`config.mk`:
```
export PLATFORM = sky130hd
export DESIGN_NAME = dvfs_seq_top
export DESIGN_NICKNAME = d
export VERILOG_FILES = /design/src/rtl/dvfs_seq_pkg.sv /design/src/rtl/dvfs_op_table.sv /design/src/rtl/dvfs_settle_timer.sv /design/src/rtl/dvfs_seq_fsm.sv /design/src/rtl/dvfs_seq_top.sv
export SDC_FILE = /design/constraint.sdc
export NUM_CORES = 1
export LEC_CHECK = 0
export BUFFER_PORTS_ARGS = -buffer_cell sky130_fd_sc_hd__buf_2
export CORE_UTILIZATION = 50
export DETAILED_ROUTE_END_ITERATION = 10
export GPL_TIMING_DRIVEN = 0
export HOLD_SLACK_MARGIN = 0.06
export PLACE_DENSITY = 0.71
export RECOVER_POWER = 50
export SYNTH_ARGS = -nofsm -noshare
export SYNTH_HDL_FRONTEND = slang
export SYNTH_SLANG_ARGS = --single-unit
```
`constraint.sdc`:
```
create_clock -name clk -period 4.9 [get_ports clk]
set_input_delay 0.245 -clock clk [delete_from_list [all_inputs] [get_ports clk]]
set_output_delay 0.245 -clock clk [all_outputs]
set_load 0.01 [all_outputs]
```
`src/rtl/dvfs_seq_pkg.sv`:
```
package dvfs_seq_pkg;

  typedef enum logic [2:0] {
    S_IDLE     = 3'd0,
    S_UP_GATE  = 3'd1,
    S_UP_WAIT  = 3'd2,
    S_DN_GATE  = 3'd3,
    S_DN_VSET  = 3'd4,
    S_DN_WAIT  = 3'd5,
    S_RST_WAIT = 3'd6,
    S_FINISH   = 3'd7
  } seq_state_e;

  localparam int V_LOW_CODE  = 60;
  localparam int V_HIGH_CODE = 105;
  localparam int F_LOW_CODE  = 300;
  localparam int F_HIGH_CODE = 3000;

  // voltage code of point idx in an n-entry table, spread linearly
  function automatic int point_vcode(input int idx, input int n);
    return V_LOW_CODE + (idx * (V_HIGH_CODE - V_LOW_CODE)) / (n - 1);
  endfunction

  // frequency code of point idx in an n-entry table, spread linearly
  function automatic int point_fcode(input int idx, input int n);
    return F_LOW_CODE + (idx * (F_HIGH_CODE - F_LOW_CODE)) / (n - 1);
  endfunction

endpackage

```
`src/rtl/dvfs_op_table.sv`:
```
module dvfs_op_table #(
  parameter int NUM_POINTS = 8,
  parameter int IDX_W      = 4,
  parameter int VCODE_W    = 8,
  parameter int FCODE_W    = 12
) (
  input  logic [IDX_W-1:0]   tgt_idx,
  input  logic [IDX_W-1:0]   prv_idx,
  output logic [VCODE_W-1:0] tgt_v,
  output logic [FCODE_W-1:0] tgt_f,
  output logic [VCODE_W-1:0] prv_v,
  output logic [FCODE_W-1:0] prv_f
);
  import dvfs_seq_pkg::*;

  logic [VCODE_W-1:0] v_tab [NUM_POINTS];
  logic [FCODE_W-1:0] f_tab [NUM_POINTS];

  // each entry is a constant computed from its position
  for (genvar g = 0; g < NUM_POINTS; g++) begin : g_entry
    assign v_tab[g] = VCODE_W'(point_vcode(g, NUM_POINTS));
    assign f_tab[g] = FCODE_W'(point_fcode(g, NUM_POINTS));
  end

  // read ports fall back to entry 0 for an index beyond the table
  always_comb begin
    tgt_v = v_tab[0];
    tgt_f = f_tab[0];
    prv_v = v_tab[0];
    prv_f = f_tab[0];
    for (int i = 0; i < NUM_POINTS; i++) begin
      if (32'(tgt_idx) == i) begin
        tgt_v = v_tab[i];
        tgt_f = f_tab[i];
      end
      if (32'(prv_idx) == i) begin
        prv_v = v_tab[i];
        prv_f = f_tab[i];
      end
    end
  end

endmodule

```
`src/rtl/dvfs_settle_timer.sv`:
```
module dvfs_settle_timer #(
  parameter int TMO_W = 16
) (
  input  logic             clk,
  input  logic             rst_n,
  input  logic             clear,
  input  logic             run,
  input  logic [TMO_W-1:0] limit,
  output logic             expired
);
  logic [TMO_W-1:0] cnt_q;
  logic [TMO_W-1:0] cnt_n;

  always_comb begin
    cnt_n = cnt_q;
    if (clear) begin
      cnt_n = '0;
    end else if (run && !expired) begin
      cnt_n = cnt_q + 1'b1;
    end
  end

  // a zero budget behaves as one cycle
  assign expired = ({1'b0, cnt_q} + {{TMO_W{1'b0}}, 1'b1}) >= {1'b0, limit};

  always_ff @(posedge clk or negedge rst_n) begin
    if (!rst_n) begin
      cnt_q <= '0;
    end else begin
      cnt_q <= cnt_n;
    end
  end

endmodule

```
`src/rtl/dvfs_seq_fsm.sv`:
```
module dvfs_seq_fsm #(
  parameter int NUM_POINTS = 8,
  parameter int IDX_W      = 4,
  parameter int VCODE_W    = 8,
  parameter int FCODE_W    = 12
) (
  input  logic               clk,
  input  logic               rst_n,
  input  logic               req_valid,
  input  logic [IDX_W-1:0]   req_index,
  input  logic               vreg_settled,
  input  logic               tmo_expired,
  input  logic [VCODE_W-1:0] look_v,
  input  logic [FCODE_W-1:0] look_f,
  input  logic [VCODE_W-1:0] prev_v,
  input  logic [FCODE_W-1:0] prev_f,
  output logic [IDX_W-1:0]   look_idx,
  output logic [IDX_W-1:0]   cur_idx,
  output logic               tmr_clear,
  output logic               tmr_run,
  output logic [VCODE_W-1:0] vreg_code,
  output logic [FCODE_W-1:0] freq_code,
  output logic               clk_en,
  output logic               busy,
  output logic               done,
  output logic               err_range,
  output logic               err_overrun,
  output logic               err_timeout
);
  import dvfs_seq_pkg::*;

  localparam logic [VCODE_W-1:0] RST_V = VCODE_W'(point_vcode(0, NUM_POINTS));
  localparam logic [FCODE_W-1:0] RST_F = FCODE_W'(point_fcode(0, NUM_POINTS));

  seq_state_e         state_q, state_n;
  logic [IDX_W-1:0]   cur_q, cur_n;
  logic [IDX_W-1:0]   tgt_q, tgt_n;
  logic [VCODE_W-1:0] vreg_q, vreg_n;
  logic [FCODE_W-1:0] freq_q, freq_n;
  logic               clk_en_q, clk_en_n;
  logic               done_q, done_n;
  logic               erng_q, erng_n;
  logic               eovr_q, eovr_n;
  logic               etmo_q, etmo_n;
  logic               commit_q, commit_n;
  logic               tmo_q, tmo_n;
  logic               req_bad;
  logic               idle;

  assign idle     = (state_q == S_IDLE);
  assign req_bad  = (32'(req_index) >= NUM_POINTS);
  // while idle the lookup follows the incoming request
  assign look_idx = idle ? req_index : tgt_q;

  always_comb begin
    state_n   = state_q;
    cur_n     = cur_q;
    tgt_n     = tgt_q;
    vreg_n    = vreg_q;
    freq_n    = freq_q;
    clk_en_n  = clk_en_q;
    commit_n  = commit_q;
    tmo_n     = tmo_q;
    done_n    = 1'b0;
    erng_n    = 1'b0;
    etmo_n    = 1'b0;
    eovr_n    = req_valid && !idle;
    tmr_clear = 1'b1;
    tmr_run   = 1'b0;
    case (state_q)
      S_IDLE: begin
        if (req_valid) begin
          if (req_bad) begin
            erng_n = 1'b1;
          end else if (req_index == cur_q) begin
            done_n = 1'b1;
          end else begin
            tgt_n    = req_index;
            commit_n = 1'b0;
            tmo_n    = 1'b0;
            if (req_index > cur_q) begin
              clk_en_n = 1'b0;
              state_n  = S_UP_GATE;
            end else begin
              freq_n  = look_f;
              state_n = S_DN_GATE;
            end
          end
        end
      end
      S_UP_GATE: begin
        vreg_n  = look_v;
        state_n = S_UP_WAIT;
      end
      S_DN_GATE: begin
        clk_en_n = 1'b0;
        state_n  = S_DN_VSET;
      end
      S_DN_VSET: begin
        vreg_n  = look_v;
        state_n = S_DN_WAIT;
      end
      S_UP_WAIT, S_DN_WAIT: begin
        tmr_clear = 1'b0;
        tmr_run   = 1'b1;
        if (vreg_settled) begin
          commit_n = 1'b1;
          state_n  = S_FINISH;
          if (state_q == S_UP_WAIT) begin
            freq_n = look_f;
          end
        end else if (tmo_expired) begin
          vreg_n    = prev_v;
          tmo_n     = 1'b1;
          tmr_clear = 1'b1;
          state_n   = S_RST_WAIT;
        end
      end
      S_RST_WAIT: begin
        tmr_clear = 1'b0;
        tmr_run   = 1'b1;
        if (vreg_settled || tmo_expired) begin
          freq_n  = prev_f;
          state_n = S_FINISH;
        end
      end
      S_FINISH: begin
        clk_en_n = 1'b1;
        done_n   = 1'b1;
        etmo_n   = tmo_q;
        if (commit_q) begin
          cur_n = tgt_q;
        end
        state_n = S_IDLE;
      end
      default: begin
        state_n = S_IDLE;
      end
    endcase
  end

  always_ff @(posedge clk or negedge rst_n) begin
    if (!rst_n) begin
      state_q  <= S_IDLE;
      cur_q    <= '0;
      tgt_q    <= '0;
      vreg_q   <= RST_V;
      freq_q   <= RST_F;
      clk_en_q <= 1'b1;
      done_q   <= 1'b0;
      erng_q   <= 1'b0;
      eovr_q   <= 1'b0;
      etmo_q   <= 1'b0;
      commit_q <= 1'b0;
      tmo_q    <= 1'b0;
    end else begin
      state_q  <= state_n;
      cur_q    <= cur_n;
      tgt_q    <= tgt_n;
      vreg_q   <= vreg_n;
      freq_q   <= freq_n;
      clk_en_q <= clk_en_n;
      done_q   <= done_n;
      erng_q   <= erng_n;
      eovr_q   <= eovr_n;
      etmo_q   <= etmo_n;
      commit_q <= commit_n;
      tmo_q    <= tmo_n;
    end
  end

  assign cur_idx     = cur_q;
  assign vreg_code   = vreg_q;
  assign freq_code   = freq_q;
  assign clk_en      = clk_en_q;
  assign busy        = !idle;
  assign done        = done_q;
  assign err_range   = erng_q;
  assign err_overrun = eovr_q;
  assign err_timeout = etmo_q;

endmodule

```
`src/rtl/dvfs_seq_top.sv`:
```
module dvfs_seq_top #(
  parameter int NUM_POINTS = 8,
  parameter int IDX_W      = 4,
  parameter int VCODE_W    = 8,
  parameter int FCODE_W    = 12,
  parameter int TMO_W      = 16
) (
  input  logic               clk,
  input  logic               rst_n,
  input  logic               req_valid,
  input  logic [IDX_W-1:0]   req_index,
  input  logic [TMO_W-1:0]   timeout_limit,
  input  logic               vreg_settled,
  output logic [VCODE_W-1:0] vreg_code,
  output logic [FCODE_W-1:0] freq_code,
  output logic               clk_en,
  output logic               busy,
  output logic               done,
  output logic               err_range,
  output logic               err_overrun,
  output logic               err_timeout,
  output logic [IDX_W-1:0]   cur_index
);
  logic [1:0]         rst_sync_q;
  logic               rst_int_n;
  logic [IDX_W-1:0]   look_idx;
  logic [VCODE_W-1:0] look_v;
  logic [FCODE_W-1:0] look_f;
  logic [VCODE_W-1:0] prev_v;
  logic [FCODE_W-1:0] prev_f;
  logic               tmr_clear;
  logic               tmr_run;
  logic               tmo_expired;

  // asynchronous assert, synchronous release
  always_ff @(posedge clk or negedge rst_n) begin
    if (!rst_n) begin
      rst_sync_q <= 2'b00;
    end else begin
      rst_sync_q <= {rst_sync_q[0], 1'b1};
    end
  end
  assign rst_int_n = rst_sync_q[1];

  dvfs_op_table #(
    .NUM_POINTS (NUM_POINTS),
    .IDX_W      (IDX_W),
    .VCODE_W    (VCODE_W),
    .FCODE_W    (FCODE_W)
  ) table_i (
    .tgt_idx (look_idx),
    .prv_idx (cur_index),
    .tgt_v   (look_v),
    .tgt_f   (look_f),
    .prv_v   (prev_v),
    .prv_f   (prev_f)
  );

  dvfs_settle_timer #(
    .TMO_W (TMO_W)
  ) timer_i (
    .clk     (clk),
    .rst_n   (rst_int_n),
    .clear   (tmr_clear),
    .run     (tmr_run),
    .limit   (timeout_limit),
    .expired (tmo_expired)
  );

  dvfs_seq_fsm #(
    .NUM_POINTS (NUM_POINTS),
    .IDX_W      (IDX_W),
    .VCODE_W    (VCODE_W),
    .FCODE_W    (FCODE_W)
  ) fsm_i (
    .clk          (clk),
    .rst_n        (rst_int_n),
    .req_valid    (req_valid),
    .req_index    (req_index),
    .vreg_settled (vreg_settled),
    .tmo_expired  (tmo_expired),
    .look_v       (look_v),
    .look_f       (look_f),
    .prev_v       (prev_v),
    .prev_f       (prev_f),
    .look_idx     (look_idx),
    .cur_idx      (cur_index),
    .tmr_clear    (tmr_clear),
    .tmr_run      (tmr_run),
    .vreg_code    (vreg_code),
    .freq_code    (freq_code),
    .clk_en       (clk_en),
    .busy         (busy),
    .done         (done),
    .err_range    (err_range),
    .err_overrun  (err_overrun),
    .err_timeout  (err_timeout)
  );

endmodule

```
* Word level (Yosys, flattened, before mapping) *
Cells that the tools add are included.

word-level totals
  register bits = 56
  output and inout port bits = 30
  word-level logic and storage cells = 151

operators by class
  add/sub/neg operators = 2
  magnitude comparators = 3
  eq/ne operators = 33
  multiplexer cells = 75
  bitwise gates (word level) = 2
  reduce and logical (&&, ||, !) cells = 22

operators by type and width
  kind                                                                     number
  12-bit two-way mux                                                       13
  7-bit two-way mux                                                        14
  11-bit two-way mux                                                       6
  12-bit one-hot mux with 3 select lines                                   1
  4-bit by 3-bit equality test with 1-bit output, second input constant    8
  16-bit two-way mux                                                       2
  3-bit one-hot mux with 7 select lines                                    1
  1-bit two-way mux                                                        20
  10-bit two-way mux                                                       2
  3-bit two-way mux                                                        6
  16-bit by 1-bit adder with 17-bit output, second input constant          1
  17-bit by 16-bit >= comparator with 1-bit output                         1
  16-bit by 1-bit adder with 16-bit output, second input constant          1
  4-bit by 2-bit equality test with 1-bit output, second input constant    4
  8-bit two-way mux                                                        2
  8-bit one-hot mux with 2 select lines                                    1
  5-bit AND reduction                                                      3
  2-bit inequality test, second input constant                             7
  3-bit equality test, second input constant                               4
  4-bit by 1-bit equality test with 1-bit output, second input constant    2
  1-bit one-hot mux with 2 select lines                                    4
  8-bit AND reduction                                                      1
  3-bit by 2-bit equality test with 1-bit output, second input constant    2
  2-bit by 1-bit inequality test with 1-bit output, second input constant  3
  21 further kinds                                                         28

* Longest topological paths before layout *
Gate-level depths: netlist of run 1.

  depth after elaboration = 15
  depth in mapped cells = 14
  depth with buffers taken out = 13

* Hierarchy *
A second synthesis of run 1 with hierarchy kept.

unflattened totals
  cell total of the unflattened synthesis = 431
  area total of the unflattened synthesis = 4097.7 um^2

modules (own cells, without submodules)
  module             instances  cells an instance  area each (um^2)
  dvfs_seq_fsm       1          170                2006.9
  dvfs_settle_timer  1          172                1493.9
  dvfs_op_table      1          86                 543.0
  dvfs_seq_top       1          3                  53.8

* Worst setup path after synthesis of run 1 *
No wires, ideal clock.

  path type = flip-flop to flip-flop
  start = register timer_i.cnt_q[0]
  end = register fsm_i.freq_q[0], in the netlist fsm_i.freq_code[0]
  library setup time = 0.125 ns
  arrival = 3.300 ns
  setup slack = 1.475 ns
  stages on the path, launching flop included = 14
  path buffers = 1
  clock period less this slack = 3.425 ns
  cell sequence = dfrtp_1 -> ha_1 -> nand4_2 -> nor2_4 -> nand3_4 -> o21a_1 -> or2_2 -> ha_1 -> a21o_1 -> a221oi_4 -> o2111ai_2 -> o31a_1 -> buf_6 -> mux2_4

on the way
  longest elaborated chain between the ends = 5

ends and longest elaborated chain
  item                                                        line                     text
  start: declaration                                          dvfs_settle_timer.sv:11  logic [TMO_W-1:0] cnt_q;
  start signal: assignment                                    dvfs_settle_timer.sv:30  cnt_q <= cnt_n;
  16-bit by 1-bit adder with 17-bit output                    dvfs_settle_timer.sv:24  assign expired = ({1'b0, cnt_q} + {{TMO_W{1'b0}}, 1'b1}) >= {1'b0, limit};
  17-bit by 16-bit >= comparator with 1-bit output            dvfs_settle_timer.sv:24
  1-bit logical OR                                            dvfs_seq_fsm.sv:122      if (vreg_settled || tmo_expired) begin
  2-bit by 1-bit inequality test with 1-bit output (no line)  --
  8-bit AND reduction (no line)                               --
  end signal: assignment                                      dvfs_seq_fsm.sv:161      freq_q <= freq_n;
  end: declaration                                            dvfs_seq_fsm.sv:39       logic [FCODE_W-1:0] freq_q, freq_n;

No other way between the ends.
A chain may end at the register's enable or synchronous reset.

* Worst setup path in the final report of run 1 *
  start = register timer_i.cnt_q[0]
  end = register fsm_i.freq_q[9], in the netlist fsm_i.freq_code[9]

Same word-level chain as after synthesis.

==> results of run 1 <==
logic make-up after synthesis:
logic type               after synthesis
AO/OA/AOI/OAI                        101
XOR/XNOR                              15
adder cells (fa/ha/maj)               21
buffers and inverters                 43
flip-flops                            53
multiplexers                          29
other                                  2
AND/OR/NAND/NOR                      124
registers in the layout, summed over array words and instances (netlist names), 2 cells and up:
| register | cells |
|---|---|
| fsm_i.cur_idx | 4 |
| fsm_i.freq_code | 10 |
| fsm_i.state_q | 3 |
| fsm_i.tgt_q | 4 |
| fsm_i.vreg_code | 7 |
| rst_sync_q | 2 |
| timer_i.cnt_q | 16 |
Yosys cell counts, types with 5 or more instances:
| master | instances | share of area [%] |
|---|---|---|
| clkbuf_1 | 7 | 0.71 |
| o21ai_0 | 22 | 3.0 |
| nand4_1 | 6 | 1.0 |
| inv_1 | 27 | 2.7 |
| dfstp_2 | 8 | 5.6 |
| a21o_1 | 6 | 1.2 |
| nand2_1 | 46 | 4.6 |
| nor2_1 | 11 | 1.1 |
| mux2_4 | 15 | 6.0 |
| mux2_2 | 8 | 2.4 |
| a22oi_1 | 5 | 1.0 |
| a21oi_1 | 22 | 3.0 |
| ha_1 | 21 | 7.1 |
| nor2b_1 | 5 | 0.84 |
| nand3_1 | 15 | 2.0 |
| mux2i_1 | 6 | 1.6 |
| nand2b_1 | 7 | 1.2 |
| a22o_2 | 6 | 1.6 |
| xnor2_1 | 11 | 2.6 |
| nor3_1 | 7 | 0.94 |
| dfrtp_1 | 45 | 30 |
power groups by stage:
| stage | registers, W | clock network, W | logic (W) |
|---|---|---|---|
| final | 0.000697 | 0.000362 | 0.00138 |
| after global routing | 0.000715 | 0.000382 | 0.00153 |
| after CTS | 0.000696 | 0.000366 | 0.00138 |
| after detailed placement | 0.000704 | 0 | 0.00138 |
| after global placement | 0.000703 | 0 | 0.00134 |
| after floorplan | 0.000726 | 0 | 0.00101 |
worst max path at each step:
stage / slack, ps / depth (start not counted) / endpoint / startpoint
floorplan: 1480 / 13 / fsm_i.freq_code[0] / timer_i.cnt_q[0]
global placement: 1050 / 14 / fsm_i.freq_code[9] / timer_i.cnt_q[0]
detailed placement: 1020 / 14 / fsm_i.freq_code[9] / timer_i.cnt_q[0]
CTS: 1000 / 14 / fsm_i.freq_code[9] / timer_i.cnt_q[0]
global route: 720 / 14 / fsm_i.freq_code[9] / timer_i.cnt_q[0]
finish: 1020 / 14 / fsm_i.freq_code[9] / timer_i.cnt_q[0]
area by class of cell:
| cell class | count | area, um2 | share of cell area, % |
|---|---|---|---|
| Clock inverter | 3 | 68.8 | 1.62 |
| Buffer | 16 | 103 | 2.42 |
| Inverter | 27 | 101 | 2.39 |
| Tap cell | 99 | 124 | 2.92 |
| Multi-Input combinational cell | 294 | 2190 | 51.7 |
| Timing Repair Buffer | 51 | 243 | 5.73 |
| Clock buffer | 5 | 68.8 | 1.62 |
| Sequential cell | 53 | 1340 | 31.5 |
per-layer routing:
metal / wire length, um / up-vias / global-route usage, % / part of all wire (%)
met2: 3860 / 97 / 37.1 / 47
met3: 394 / 10 / 3.73 / 4.8
met1: 3940 / 1458 / 32.6 / 48
met5: 0 / - / 0 / 0
met4: 86 / 0 / 5.72 / 1.0
li1: - / 1513 / - / -
metrics by stage:
stage	cells	power, W	util, %	hold slack [ps]
after floorplan	390	0.00173	-	-50.6
after global placement	538	0.00205	56.9	31.9
after detailed placement	539	0.00208	57.2	31.0
after CTS	548	0.00245	59.3	183
after global routing	548	0.00263	58.7	193
final	548	0.00244	58.7	190
==> results.json, run 1 <==
{
  "status": "complete, no violations",
  "rrSetupSlack_ps": 1020,
  "worst_setup_path_end_kind": "flop",
  "fin_tns_setup_ps": 0,
  "layout_common_cells": "nand2_1, dfrtp_1, buf_2",
  "hold_depth": 2,
  "crit_type": "reg2reg",
  "p_comb_share_pct": 56.6,
  "chipWidth_um": 88.3,
  "yosysSeqAreaShare_pct": 35.9,
  "cts_made_buffers": 5,
  "path_delay_family": "compound AO/OA/AOI/OAI gates",
  "postCtsSetupRepairBufs": 0,
  "cts_resized": 0,
  "clk_latency_ps": 310,
  "rr_endpoint": "fsm_i.freq_code[9]",
  "holdPathEnd": "fsm_i.err_overrun",
  "power.density_mw_per_mm2": 576,
  "ys_warn_count": 0,
  "finalSetupViolCount": 0,
  "num_vias": 3078,
  "synth-simple-area-share_pct": 17.8,
  "track_usage_pct": 23.1,
  "grt_pass1_vias": 2900,
  "drc": 0,
  "cts_tree": "yes",
  "fin_area_mm2": 0.00424,
  "dieArea_mm2": 0.00780,
  "diodes": 0,
  "required_ps": 5110,
  "ys_ff_latch": 53,
  "dr.pass1.iters": 7,
  "synth-compound-area-share_pct": 20.0,
  "p_seq_share_pct": 28.5,
  "cts_root_buf": "clkbuf_8",
  "cp_cell_sequence": "ha_1 > nand4_2 > nor2_4 > nand3_4 > o21a_1 > or2_2 > ha_1 > nand3_1 > nor2_1 > a221oi_4 > o2111ai_2 > o31a_1 > buf_6 > mux2_4",
  "p_int_w": 0.00141,
  "startpoint_type": "flop",
  "synth_edf_count": 0,
  "dpl-instance-area_mm2": 0.00413,
  "grt_max_degree": 30,
  "ios": 54,
  "max_stage_delay_ps": 470,
  "crit_fanout": 10,
  "place_ws_ps": 1020,
  "switchingPower_w": 0.00103,
  "synth_top_family_by_area": "compound AO/OA/AOI/OAI gates",
  "skew_ps": 10.8,
  "worst_slew_pin_slew_ps": 1350,
  "clock.fmax_ghz": 0.258,
  "core.rowCount": 31,
  "slew_headroom_pct": 10.2,
  "synth_xor_area_share_pct": 3.53,
  "synth_cell_types": 72,
  "critPathArrivalTime_ps": 4080,
  "clock-sinks": 53,
  "grt_overflow_total": 0,
  "hold_violations": 0,
  "ctsHoldBuffers": 1,
  "clk_path_buf_depth": 2,
  "htreeDepth": 2,
  "worstReg2RegStart": "timer_i.cnt_q[0]",
  "synthCells": 388,
  "drt_iter0_markers": 153,
  "peakVddDrop_mv": 0.295,
  "crit_buf_inv": 1,
  "area_growth_pct": 13.7,
  "fin_crit_sh_pct": 79.1,
  "die_h_um": 88.3,
  "wirelength_mm": 8.28,
  "clock_power_share_pct": 14.8,
  "coreArea_mm2": 0.00721,
  "fin_ws_ps": 1020,
  "swShare_pct": 42.3,
  "nets": 493,
  "crit_slowest_cell": "dfrtp_1",
  "nFillCells": 658,
  "async_flop_share_pct": 100,
  "ys.flop_type": "dfrtp_1",
  "wl_per_cell_um": 15.1,
  "min_path_type": "in2reg",
  "synthMuxAreaShare_pct": 10.1,
  "grt_first_pass_wirelength_mm": 14.0,
  "antenna_left": 0,
  "slew_viol_final": 0,
  "p_leak_nw": 2.02,
  "place.gp.congestion": 0.921,
  "synth-adder-area-share_pct": 7.05,
  "max_cap_viol_count": 0,
  "drive_gt1_share_pct": 24.7,
  "numPortBuffers": 49,
  "syn_avg_cell_area_um2": 9.60,
  "hpwlAfterDp_mm": 6.33,
  "initial_utilization_pct": 51.6,
  "period_minus_slack_ps": 3880,
  "synth_area_mm2": 0.00372,
  "routed_via_density": 5.62,
  "path_clk_slew_ps": 100,
  "hold_start": "req_valid",
  "reg2regPathDepth": 14,
  "layout_commonest_cell": "nand2_1",
  "antenna_found_initial": 0,
  "rsz0062_at_grt": "no",
  "path_common_cell": "ha_1"
}
(Power assumes the default switching activity.)
==> run 2: changes to the inputs <==
--- a/config.mk
+++ b/config.mk
@@ -10,7 +10,7 @@
 export DETAILED_ROUTE_END_ITERATION = 10
 export GPL_TIMING_DRIVEN = 0
 export HOLD_SLACK_MARGIN = 0.06
-export PLACE_DENSITY = 0.71
+export PLACE_DENSITY = 0.74
 export RECOVER_POWER = 50
 export SYNTH_ARGS = -nofsm -noshare
 export SYNTH_HDL_FRONTEND = slang
==> constraint.sdc (replaced) <==
create_clock -name clk -period 3.1 [get_ports clk]
set_input_delay 0.155 -clock clk [delete_from_list [all_inputs] [get_ports clk]]
set_output_delay 0.155 -clock clk [all_outputs]
set_load 0.01 [all_outputs]
==> results.json, run 2 (synthesis results as in run 1) <==
{
  "status": "complete, but fails checks",
  "violations": "design-rule violations, max-capacitance violations, max-slew violations, negative setup slack",
  "clock-sinks": 53,
  "drt_iter0_markers": 349,
  "core.rowCount": 31,
  "switchingPower_w": 0.00171,
  "fin_ws_ps": -181,
  "layout_common_cells": "buf_2, nand2_1, dfrtp_1",
  "rrSetupSlack_ps": -180,
  "cts_tree": "yes",
  "reg2regPathDepth": 13,
  "coreArea_mm2": 0.00721,
  "num_vias": 3280,
  "wirelength_mm": 9.19,
  "nets": 524,
  "p_seq_share_pct": 28.5,
  "crit_slowest_cell": "dfrtp_1",
  "holdPathEnd": "fsm_i.err_overrun",
  "track_usage_pct": 23.7,
  "crit_fanout": 10,
  "dpl-instance-area_mm2": 0.00417,
  "drc": 4,
  "antenna_found_initial": 0,
  "multiInputGateArea_mm2": 0.00239,
  "clock_power_share_pct": 10.8,
  "hold_violations": 0,
  "hold_depth": 2,
  "cts_made_buffers": 5,
  "cts_root_buf": "clkbuf_8",
  "clk_path_buf_depth": 2,
  "fin_area_mm2": 0.00470,
  "clock.fmax_ghz": 0.305,
  "rr_endpoint": "fsm_i.freq_code[9]",
  "rsz0062_at_grt": "yes",
  "dieArea_mm2": 0.00780,
  "p_int_w": 0.00218,
  "required_ps": 3300,
  "hold_start": "req_valid",
  "critPathArrivalTime_ps": 3480,
  "max_cap_viol_count": 1,
  "initial_utilization_pct": 51.6,
  "place.gp.congestion": 0.906,
  "p_comb_share_pct": 60.7,
  "fin_tns_setup_ps": -3930,
  "drive_gt1_share_pct": 37.9,
  "grt_first_pass_wirelength_mm": 14.3,
  "slew_headroom_pct": -9.77,
  "fin_crit_sh_pct": 106,
  "swShare_pct": 44.0,
  "grt_pass1_vias": 2944,
  "numPortBuffers": 49,
  "chipWidth_um": 88.3,
  "hpwlAfterDp_mm": 6.22,
  "area_growth_pct": 26.1,
  "min_path_type": "in2reg",
  "power.density_mw_per_mm2": 827,
  "die_h_um": 88.3,
  "diodes": 0,
  "ios": 54,
  "peakVddDrop_mv": 0.455,
  "path_delay_family": "compound AO/OA/AOI/OAI gates",
  "seq_area_mm2": 0.00134,
  "clk_latency_ps": 320,
  "wl_per_cell_um": 15.9,
  "largest_register_ffs": 16,
  "skew_ps": 20.7,
  "grt_overflow_total": 0,
  "path_common_cell": "ha_4",
  "cp_cell_sequence": "ha_4 > nand4_4 > nor2_4 > nand3_4 > o21a_1 > or2_4 > ha_4 > a21o_1 > a221oi_4 > o2111ai_4 > o31a_1 > buf_6 > mux2_4",
  "finalSetupViolCount": 33,
  "crit_buf_inv": 1,
  "startpoint_type": "flop",
  "dr.pass1.iters": 7,
  "nFillCells": 586,
  "slew_viol_final": 31,
  "antenna_left": 0,
  "grt_max_degree": 31,
  "p_leak_nw": 2.26,
  "worstReg2RegStart": "timer_i.cnt_q[1]",
  "routed_via_density": 5.66,
  "layout_commonest_cell": "buf_2",
  "worst_setup_path_end_kind": "flop",
  "largest_register": "timer_i.cnt_q",
  "max_stage_delay_ps": 460,
  "period_minus_slack_ps": 3280,
  "crit_type": "reg2reg",
  "htreeDepth": 2,
  "worst_slew_pin_slew_ps": 1650,
  "path_clk_slew_ps": 120
}
[run 2: cell types whose count changed in the layout (fill, tap and decap cells not counted), sizes merged]
cell | before | now
inv | 28 | 29
buf | 44 | 87
bufinv | 2 | 0
clkbuf | 27 | 15
clkinvlp | 0 | 1
[run 2: power by group through the flow]
stage          combinational (W)  clock, W  sequential (W)
6_report                 0.00236  0.000419         0.00111
5_1_grt                  0.00258  0.000452         0.00113
4_1_cts                  0.00229  0.000425         0.00111
3_5_place_dp             0.00218         0         0.00112
3_3_place_gp             0.00212         0         0.00111
2_1_floorplan            0.00160         0         0.00115
[run 2: worst max path at each step]
| stage | from | endpoint | slack, ps | cells past startpoint |
|---|---|---|---|---|
| floorplan | timer_i.cnt_q[0] | fsm_i.freq_code[0] | -30 | 13 |
| global route | timer_i.cnt_q[1] | fsm_i.freq_code[9] | -320 | 15 |
| detailed placement | timer_i.cnt_q[2] | fsm_i.freq_code[9] | -500 | 13 |
| global placement | timer_i.cnt_q[2] | fsm_i.freq_code[9] | -440 | 13 |
| finish | timer_i.cnt_q[1] | fsm_i.freq_code[9] | -180 | 13 |
| CTS | timer_i.cnt_q[0] | fsm_i.freq_code[9] | -130 | 13 |
[run 2: what timing repair did]
item,CTS,global route
endpoints found under the hold margin,2,0
pin swaps,12,7
setup buffers,20,11
gates resized for setup,23,16
hold buffers,1,0
endpoints found under the setup margin,37,37
[run 2: through the flow]
stage	utilization [%]	setup slack (ps)	cells	total power, W	hold WS [ps]
after detailed placement	57.8	-495	539	0.00330	-58.9
after CTS	63.0	-125	568	0.00382	87.6
after global routing	65.1	-323	579	0.00417	104
after global placement	57.5	-438	538	0.00324	-59.6
final	65.1	-181	579	0.00389	93.5
after floorplan	-	-30.9	390	0.00275	-141
[run 2: per-layer routing]
metal / wire length (um) / track usage [%] / vias up
met1: 4150 / 35.2 / 1558
met5: 0 / 0 / -
met4: 164 / 6.01 / 0
li1: - / - / 1585
met3: 533 / 3.36 / 16
met2: 4340 / 36.2 / 121
[run 2: area by class of cell]
| cell class | instances | share of cell area (%) |
|---|---|---|
| Clock inverter | 3 | 0.533 |
| Buffer | 16 | 2.34 |
| Multi-Input combinational cell | 294 | 50.9 |
| Tap cell | 99 | 2.64 |
| Clock buffer | 5 | 1.46 |
| Sequential cell | 53 | 28.6 |
| Timing Repair Buffer | 82 | 11.3 |
| Inverter | 27 | 2.16 |
[run 2: worst reg2reg max path, cell delays in order (launching register included)]
cell,delay (ps)
dfrtp_1,460
ha_4,180
nand4_4,110
nor2_4,140
nand3_4,110
o21a_1,220
or2_4,240
ha_4,220
a21o_1,200
a221oi_4,380
o2111ai_4,160
o31a_1,280
buf_6,160
mux2_4,310
==> run 3: changes to the inputs <==
--- a/config.mk
+++ b/config.mk
@@ -6,11 +6,11 @@
 export NUM_CORES = 1
 export LEC_CHECK = 0
 export BUFFER_PORTS_ARGS = -buffer_cell sky130_fd_sc_hd__buf_2
-export CORE_UTILIZATION = 50
+export CORE_UTILIZATION = 45
 export DETAILED_ROUTE_END_ITERATION = 10
 export GPL_TIMING_DRIVEN = 0
 export HOLD_SLACK_MARGIN = 0.06
-export PLACE_DENSITY = 0.74
+export PLACE_DENSITY = 0.65
 export RECOVER_POWER = 50
 export SYNTH_ARGS = -nofsm -noshare
 export SYNTH_HDL_FRONTEND = slang
==> constraint.sdc (replaced) <==
create_clock -name clk -period 3.69 [get_ports clk]
set_input_delay 0.1845 -clock clk [delete_from_list [all_inputs] [get_ports clk]]
set_output_delay 0.1845 -clock clk [all_outputs]
set_load 0.01 [all_outputs]
==> results.json, run 3 (synthesis results as in run 1) <==
{
  "power.density_mw_per_mm2": 724,
  "antenna_found_initial": 0,
  "dieArea_mm2": 0.00865,
  "drc": 0,
  "skew_ps": 10.2,
  "dpl-instance-area_mm2": 0.00413,
  "initial_utilization_pct": 47.5,
  "die_h_um": 93.0,
  "finalSetupViolCount": 0,
  "startpoint_type": "flop",
  "fin_tns_setup_ps": 0,
  "hpwlAfterDp_mm": 6.29,
  "period_minus_slack_ps": 3510,
  "violations": "max-capacitance violations, max-slew violations",
  "clock.fmax_ghz": 0.285,
  "diodes": 0,
  "max_cap_viol_count": 1,
  "peakVddDrop_mv": 0.260,
  "largest_register_ffs": 16,
  "slew_headroom_pct": -14.4,
  "nets": 499,
  "place.gp.congestion": 0.857,
  "status": "complete, but fails checks",
  "layout_common_cells": "nand2_1, dfrtp_1, buf_2",
  "layout_commonest_cell": "nand2_1",
  "antenna_left": 0,
  "drive_gt1_share_pct": 26.8,
  "crit_fanout": 10,
  "nFillCells": 774,
  "chipWidth_um": 93.0,
  "ios": 54,
  "cts_made_buffers": 5,
  "rrSetupSlack_ps": 180,
  "dr.pass1.iters": 5,
  "fin_crit_sh_pct": 95.1,
  "slew_viol_final": 33,
  "crit_type": "reg2reg",
  "htreeDepth": 2,
  "grt_first_pass_wirelength_mm": 14.1,
  "coreArea_mm2": 0.00785,
  "clk_latency_ps": 310,
  "largest_register": "timer_i.cnt_q",
  "clk_path_buf_depth": 2,
  "num_vias": 3066,
  "grt_max_degree": 33,
  "p_leak_nw": 2.05,
  "numPortBuffers": 49,
  "drt_iter0_markers": 219,
  "critPathArrivalTime_ps": 3710,
  "required_ps": 3890,
  "hold_violations": 0,
  "clock-sinks": 53,
  "min_path_type": "in2reg",
  "startpoint": "timer_i.cnt_q[1]",
  "track_usage_pct": 20.5,
  "cts_root_buf": "clkbuf_8",
  "path_clk_slew_ps": 100,
  "wirelength_mm": 8.35,
  "cts_tree": "yes",
  "worst_setup_path_end_kind": "flop",
  "fin_area_mm2": 0.00429,
  "grt_overflow_total": 0,
  "wl_per_cell_um": 15.0,
  "worst_slew_pin_slew_ps": 1720,
  "core.rowCount": 32,
  "hold_start": "req_valid",
  "grt_pass1_vias": 2837,
  "finish.utilization_pct": 54.7,
  "area_growth_pct": 15.2,
  "routed_via_density": 5.50,
  "worstReg2RegStart": "timer_i.cnt_q[1]"
}
run 3: metal layers:
metal / track usage [%] / vias to the layer above / part of all wire (%)
met3: 2.85 / 8 / 5.3
met4: 5.38 / 0 / 1.0
met1: 31.5 / 1437 / 52
met5: 0 / - / 0
li1: - / 1536 / -
met2: 30.0 / 85 / 42
run 3: final cells by class:
| type | instances | area (um2) | area share, % |
|---|---|---|---|
| buffer | 16 | 103 | 2.39 |
| clock buffer | 6 | 72.6 | 1.69 |
| clock inverter | 2 | 10.0 | 0.233 |
| inverter | 27 | 101 | 2.36 |
| multi-input combinational | 294 | 2250 | 52.5 |
| sequential | 53 | 1340 | 31.2 |
| tap | 102 | 128 | 2.97 |
| timing repair buffer | 57 | 288 | 6.71 |
run 3: through the flow:
step	setup slack (ps)	hold slack (ps)	cells	power, W
floorplan	265	-111	390	0.00230
global placement	-99.3	-30.6	541	0.00272
detailed placement	-163	-28.9	542	0.00276
CTS	34.6	121	554	0.00311
global route	-2.46	124	557	0.00336
finish	180	129	557	0.00311
run 3: worst paths after layout:
kind,endpoint,depth (start not counted)
worst max-delay path,fsm_i.freq_code[9],13
worst min-delay path,fsm_i.err_overrun,2
worst max register to register,fsm_i.freq_code[9],13
worst min register to register,fsm_i.commit_q,0
max in group asynchronous,timer_i.cnt_q[2],1
min in group asynchronous,rst_sync_q[1],2
run 3: timing repair:
action,4_1_cts,5_1_grt
pin swaps,1,2
gates resized for setup,4,6
buffers inserted,3,3
endpoints found under the hold margin,2,0
hold buffers,1,0
setup endpoints to repair,20,27
run 3: report_power, final:
part | switching (W) | internal (W)
registers | 0.000140 | 0.000785
clock network | 0.000194 | 0.000132
logic | 0.00103 | 0.000829
total | 0.00136 | 0.00175
run 3: critical path, cell delays in order (launching register included):
cell	delay (ps)
dfrtp_1	430
ha_4	190
nand4_4	120
nor2_4	150
nand3_4	130
o21a_1	220
or2_2	300
ha_1	290
a21o_1	190
a221oi_4	370
o2111ai_4	210
o31a_1	330
buf_6	160
mux2_4	310
